### src/rtl/hbd_pkg.sv
`timescale 1ns/1ps
package hbd_pkg;

    typedef enum logic [2:0] {
        ST_SAFE      = 3'd0,
        ST_BRAKE     = 3'd1,
        ST_HS_WAIT   = 3'd2,
        ST_HS_ON     = 3'd3,
        ST_LS_WAIT   = 3'd4,
        ST_LS_ON     = 3'd5,
        ST_LS_FORCED = 3'd6
    } hb_state_t;

    function automatic logic hs_drive(input hb_state_t st);
        return (st == ST_HS_ON);
    endfunction

    function automatic logic ls_drive(input hb_state_t st);
        return (st == ST_LS_ON) || (st == ST_LS_FORCED) || (st == ST_BRAKE);
    endfunction

endpackage

### src/rtl/hbd_edge_det.sv
`timescale 1ns/1ps
module hbd_edge_det (
    input  logic clk,
    input  logic rst_n,
    input  logic level_in,
    output logic toggled
);

    logic level_q;

    always_ff @(posedge clk or negedge rst_n) begin
        if (!rst_n) begin
            level_q <= 1'b0;
        end else begin
            level_q <= level_in;
        end
    end

    // Any change of level since the previous edge
    assign toggled = level_in ^ level_q;

endmodule

### src/rtl/hbd_timeout.sv
`timescale 1ns/1ps
module hbd_timeout #(
    parameter int LIMIT = 50
) (
    input  logic clk,
    input  logic rst_n,
    input  logic run,
    input  logic clear,
    output logic expired
);

    localparam int W = (LIMIT > 2) ? $clog2(LIMIT) : 1;
    localparam logic [W-1:0] LAST = W'(LIMIT - 1);

    logic [W-1:0] cnt_q;

    always_ff @(posedge clk or negedge rst_n) begin
        if (!rst_n) begin
            cnt_q <= '0;
        end else if (!run || clear) begin
            cnt_q <= '0;
        end else if (cnt_q != LAST) begin
            cnt_q <= cnt_q + 1'b1;
        end
    end

    // Asserted during the LIMIT-th cycle of an uninterrupted run
    assign expired = run && !clear && (cnt_q == LAST);

endmodule

### src/rtl/hbd_fsm.sv
`timescale 1ns/1ps
module hbd_fsm
    import hbd_pkg::*;
(
    input  logic      clk,
    input  logic      rst_n,
    input  logic      pwm_in,
    input  logic      run_en,
    input  logic      supply_ok,
    input  logic      brake_req,
    input  logic      sw_low,
    input  logic      lg_low,
    input  logic      tmo_expired,
    output hb_state_t state,
    output logic      hs_gate,
    output logic      ls_gate
);

    hb_state_t state_nx;

    // Next-state logic: overrides first, then the handshake
    always_comb begin
        state_nx = state;
        if (!run_en || !supply_ok) begin
            state_nx = ST_SAFE;
        end else if (brake_req) begin
            state_nx = ST_BRAKE;
        end else begin
            unique case (state)
                ST_SAFE:      state_nx = pwm_in ? ST_HS_WAIT : ST_LS_WAIT;
                ST_BRAKE:     state_nx = ST_SAFE;
                ST_HS_WAIT: begin
                    if (!pwm_in)     state_nx = ST_LS_WAIT;
                    else if (lg_low) state_nx = ST_HS_ON;
                end
                ST_HS_ON: begin
                    if (!pwm_in)     state_nx = ST_LS_WAIT;
                end
                ST_LS_WAIT: begin
                    if (pwm_in)           state_nx = ST_HS_WAIT;
                    else if (sw_low)      state_nx = ST_LS_ON;
                    else if (tmo_expired) state_nx = ST_LS_FORCED;
                end
                ST_LS_ON: begin
                    if (pwm_in)      state_nx = ST_HS_WAIT;
                end
                ST_LS_FORCED: begin
                    if (pwm_in)      state_nx = ST_HS_WAIT;
                end
                default:             state_nx = ST_SAFE;
            endcase
        end
    end

    // State register
    always_ff @(posedge clk or negedge rst_n) begin
        if (!rst_n) begin
            state <= ST_SAFE;
        end else begin
            state <= state_nx;
        end
    end

    // Output register, decoded from the next state
    always_ff @(posedge clk or negedge rst_n) begin
        if (!rst_n) begin
            hs_gate <= 1'b0;
            ls_gate <= 1'b0;
        end else begin
            hs_gate <= hs_drive(state_nx);
            ls_gate <= ls_drive(state_nx);
        end
    end

endmodule

### src/rtl/hb_deadtime_ctrl.sv
`timescale 1ns/1ps
module hb_deadtime_ctrl
    import hbd_pkg::*;
#(
    parameter int CLK_PERIOD_PS = 8000,
    parameter int TIMEOUT_NS    = 400
) (
    input  logic clk,
    input  logic rst_n,
    input  logic pwm_in,
    input  logic run_en,
    input  logic supply_ok,
    input  logic brake_req,
    input  logic sw_low,
    input  logic lg_low,
    output logic hs_gate,
    output logic ls_gate
);

    localparam int TMO_RAW     = (TIMEOUT_NS * 1000 + CLK_PERIOD_PS - 1) / CLK_PERIOD_PS;
    localparam int TIMEOUT_CYC = (TMO_RAW < 2) ? 2 : TMO_RAW;

    hb_state_t state;
    logic      pwm_toggled;
    logic      tmo_expired;

    hbd_edge_det u_edge (
        .clk      (clk),
        .rst_n    (rst_n),
        .level_in (pwm_in),
        .toggled  (pwm_toggled)
    );

    hbd_timeout #(
        .LIMIT (TIMEOUT_CYC)
    ) u_tmo (
        .clk     (clk),
        .rst_n   (rst_n),
        .run     (state == ST_LS_WAIT),
        .clear   (pwm_toggled),
        .expired (tmo_expired)
    );

    hbd_fsm u_fsm (
        .clk         (clk),
        .rst_n       (rst_n),
        .pwm_in      (pwm_in),
        .run_en      (run_en),
        .supply_ok   (supply_ok),
        .brake_req   (brake_req),
        .sw_low      (sw_low),
        .lg_low      (lg_low),
        .tmo_expired (tmo_expired),
        .state       (state),
        .hs_gate     (hs_gate),
        .ls_gate     (ls_gate)
    );

endmodule

### config.mk
export PLATFORM = sky130hd
export DESIGN_NAME = hb_deadtime_ctrl
export DESIGN_NICKNAME = d
export VERILOG_FILES = /design/src/rtl/hbd_pkg.sv /design/src/rtl/hbd_edge_det.sv /design/src/rtl/hbd_timeout.sv /design/src/rtl/hbd_fsm.sv /design/src/rtl/hb_deadtime_ctrl.sv
export SDC_FILE = /design/constraint.sdc
export NUM_CORES = 1
export LEC_CHECK = 0
export CAP_MARGIN = 20
export CORE_MARGIN = 2
export CORE_UTILIZATION = 35
export CTS_CLUSTER_DIAMETER = 60
export DETAILED_ROUTE_END_ITERATION = 8
export SYNTH_ARGS = -nofsm -noshare
export SYNTH_HDL_FRONTEND = slang
export SYNTH_SLANG_ARGS = --single-unit
export TNS_END_PERCENT = 20
### constraint.sdc
create_clock -name clk -period 1.7 [get_ports clk]
set_input_delay 0.17 -clock clk [delete_from_list [all_inputs] [get_ports clk]]
set_output_delay 0.17 -clock clk [all_outputs]
set_load 0.01 [all_outputs]
==> reports/summary.txt <==
status: completed
total power draw: 586 uW
gr usage total: 13.4%
Layout area overhead: 22.7%
Clock Latency Late Sink: 0.27 ns
crit-path max FO: 5
CP top delay family: simple AND/OR/NAND/NOR gates
VDD IR max: 0.447 mV
Worst Path Buf+Inv: 1
Least-Margin Pin Slew: 0.547 ns
setup tns final: 0 ns
Ys Warns: 0
Filler cells: 180
Pre-antenna DRT Iters: 2
Die Span X: 47.8 um
Worst EP required: 1.86 ns
Max Cap Viol: 0
Lkg Pwr: 0.324 nW
Setup CP Type: reg -> reg
placeable core region: 1760 sq um
Layout Utilization: 46.7%
Finished Layout Cells: 102
I/O pin count: 10
total setup buffers inserted after CTS: 0
Cell variety after synth: 29
Logic pwr share: 10.5%
largest net degree at the start of global routing: 13
CP Capture Type: register
ANT cells: 0
global-route wire length before repair: 2.04 mm
Yosys reg bits: 12
Starting Density: 38.1%
clock power share: 39.0%
Final HPWL DP: 881 um
layout cells sized above 1: 13.0%
CTS tree: done
Slew headroom: 63.4%
Cell Int Power: 452 uW
Syn Nets: 75
clk slew on worst S/H paths: 0.08 ns
slowest library cell on the worst path: or4_1
vias per cell: 4.81
crit-path max cell delay: 0.53 ns
clk root buf: clkbuf_4
Remaining DRCs: 0
Port Buf Inserts: 9
Mean Syn Cell Area: 10.3 sq um
Critical Path Start Type: register
Via Count: 491
post_cts resized: 0
Max Clk Rate: 0.646 GHz
setup ws final: 0.153 ns
Post-Route WL: 1.17 mm
NetSw: 134 uW
vias in the first global route: 449
Post-Synthesis Cells: 65
# setup viols final: 0
1st-iter DRT viols: 7
DRT antenna net count: 0
cts hold-fix bufs: 0
gr ovfl total: 0
placed insts: 98
DIE AREA: 2290 sq um
post-synthesis cell area: 672 sq um
clock skew: 0.00316 ns
RSZ-0062 raised after global routing: no
Rows: 15
dpl ws: 0.0948 ns
die height: 47.8 um
clk buf depth: 2
nets@finish: 88
Final period util: 91.0%
Flop pwr share: 50.5%
crit path DAT: 1.70 ns
routed wire length per instance: 11.4 um
Switching Fraction: 22.9%
CP cell instances: inv_1, ha_1, nand2_1, or4_1, xnor2_1, nor2_1
sequential-to-total area share from yosys stat: 44.7%
pwr/cell area: 711 nW/um^2
Hold Crit Class: in -> async
Inserted Clock Buffers: 3
GP Congestion: 0.770
initial antenna violation count: 0
Slew Limit Fails: 0
H-tree depth: 1
final hold viol count: 0
clock sinks: 12
min cycle time layout: 1.55 ns
==> area by class of cell <==
| cell class | instances | area (sq um) | area share [%] |
|---|---|---|---|
| repair buffers | 10 | 97.6 | 11.8 |
| well taps | 25 | 31.3 | 3.79 |
| multi-input cells | 47 | 344 | 41.7 |
| flip-flops and latches | 12 | 300 | 36.4 |
| clock buffers | 4 | 36.3 | 4.40 |
| inverters | 4 | 15.0 | 1.82 |
==> logic make-up (layout without fill, tap and decap cells) <==
group / count (synthesis) / in the layout / synth area share, %
fa+ha+maj: 2 / 2 / 3.72
xor+xnor: 6 / 6 / 7.82
buf+inv: 6 / 18 / 4.10
flops: 12 / 12 / 44.7
simple gates: 28 / 28 / 22.5
compound gates: 11 / 11 / 17.1
==> flip-flops by register name, indices dropped and copies added, names as in the netlist <==
| name | cells |
|---|---|
| u_fsm.state | 3 |
| u_edge.level_q | 1 |
| u_fsm.ls_gate | 1 |
| u_fsm.hs_gate | 1 |
| u_tmo.cnt_q | 6 |
==> power by group through the flow <==
stage          clock network (mW)  registers (mW)  logic [mW]
6_report                    0.229           0.296      0.0613
5_1_grt                     0.246           0.297      0.0680
4_1_cts                     0.238           0.296      0.0625
3_5_place_dp                    0           0.302      0.0622
3_3_place_gp                    0           0.302      0.0619
2_1_floorplan                   0           0.300      0.0285
==> worst paths after layout <==
path                             endpoint           start  cells after the start  slack (ns)
hold reg to reg            u_tmo.cnt_q[4]  u_tmo.cnt_q[4]                      2        0.57
setup / recovery           u_tmo.cnt_q[0]  u_tmo.cnt_q[1]                      6        0.15
max in group asynchronous  u_tmo.cnt_q[0]           rst_n                      1        1.09
min in group clk            u_fsm.ls_gate       supply_ok                      3        0.56
hold / removal             u_fsm.state[0]           rst_n                      1        0.25
setup reg to reg           u_tmo.cnt_q[0]  u_tmo.cnt_q[1]                      6        0.15
==> synth_stat cells, drive strengths merged <==
master	n	share of area [%]
nand2b	3	2.8
o21a	1	1.1
nand3b	2	2.2
xor2	1	1.3
a2111oi	1	4.1
a221oi	1	1.3
a32oi	1	1.3
dfrtp	12	45
a31oi	1	0.93
a211o	1	1.3
or2	1	0.93
ha	2	3.7
a21oi	2	1.5
and3	1	0.93
buf	2	1.9
nor2	9	5.0
a211oi	1	1.9
o41ai	2	3.7
inv	4	2.2
nor4	1	1.9
nor2b	1	0.93
nand2	4	2.2
nand3	3	2.2
xnor2	5	6.5
nor3b	2	2.2
or4	1	1.1
==> through the flow <==
| step | hold WS, ns | instance area [sq um] |
|---|---|---|
| CTS | 0.269 | 825 |
| finish | 0.245 | 825 |
| global route | 0.287 | 825 |
| detailed placement | 0.565 | 788 |
| floorplan | -0.126 | 672 |
| global placement | 0.559 | 788 |
==> layer usage <==
layer  global-route usage, %  vias to the layer above  routed length, um
met1                    18.7                      232                617
met3                    6.79                        0                 54
met2                    18.4                        8                494
li1                        -                      251                  -
met5                       0                        -                  0
met4                    3.24                        0                  0
==> layout by cell type (no fill, tap or decap) <==
cell type,n
a2111oi_4,1
a211o_1,1
a211oi_2,1
a21oi_1,2
a221oi_1,1
a31oi_1,1
a32oi_1,1
and3_1,1
buf_4,1
clkbuf_4,3
clkbuf_8,1
clkdlybuf4s50_1,9
dfrtp_1,12
ha_1,2
inv_1,3
inv_2,1
nand2_1,4
nand2b_1,3
nand3_1,3
nand3b_1,2
nor2_1,9
nor2b_1,1
nor3b_1,2
nor4_2,1
o21a_1,1
o41ai_1,1
o41ai_2,1
or2_0,1
or4_1,1
xnor2_1,5
xor2_1,1
(Power assumes the default switching activity.)
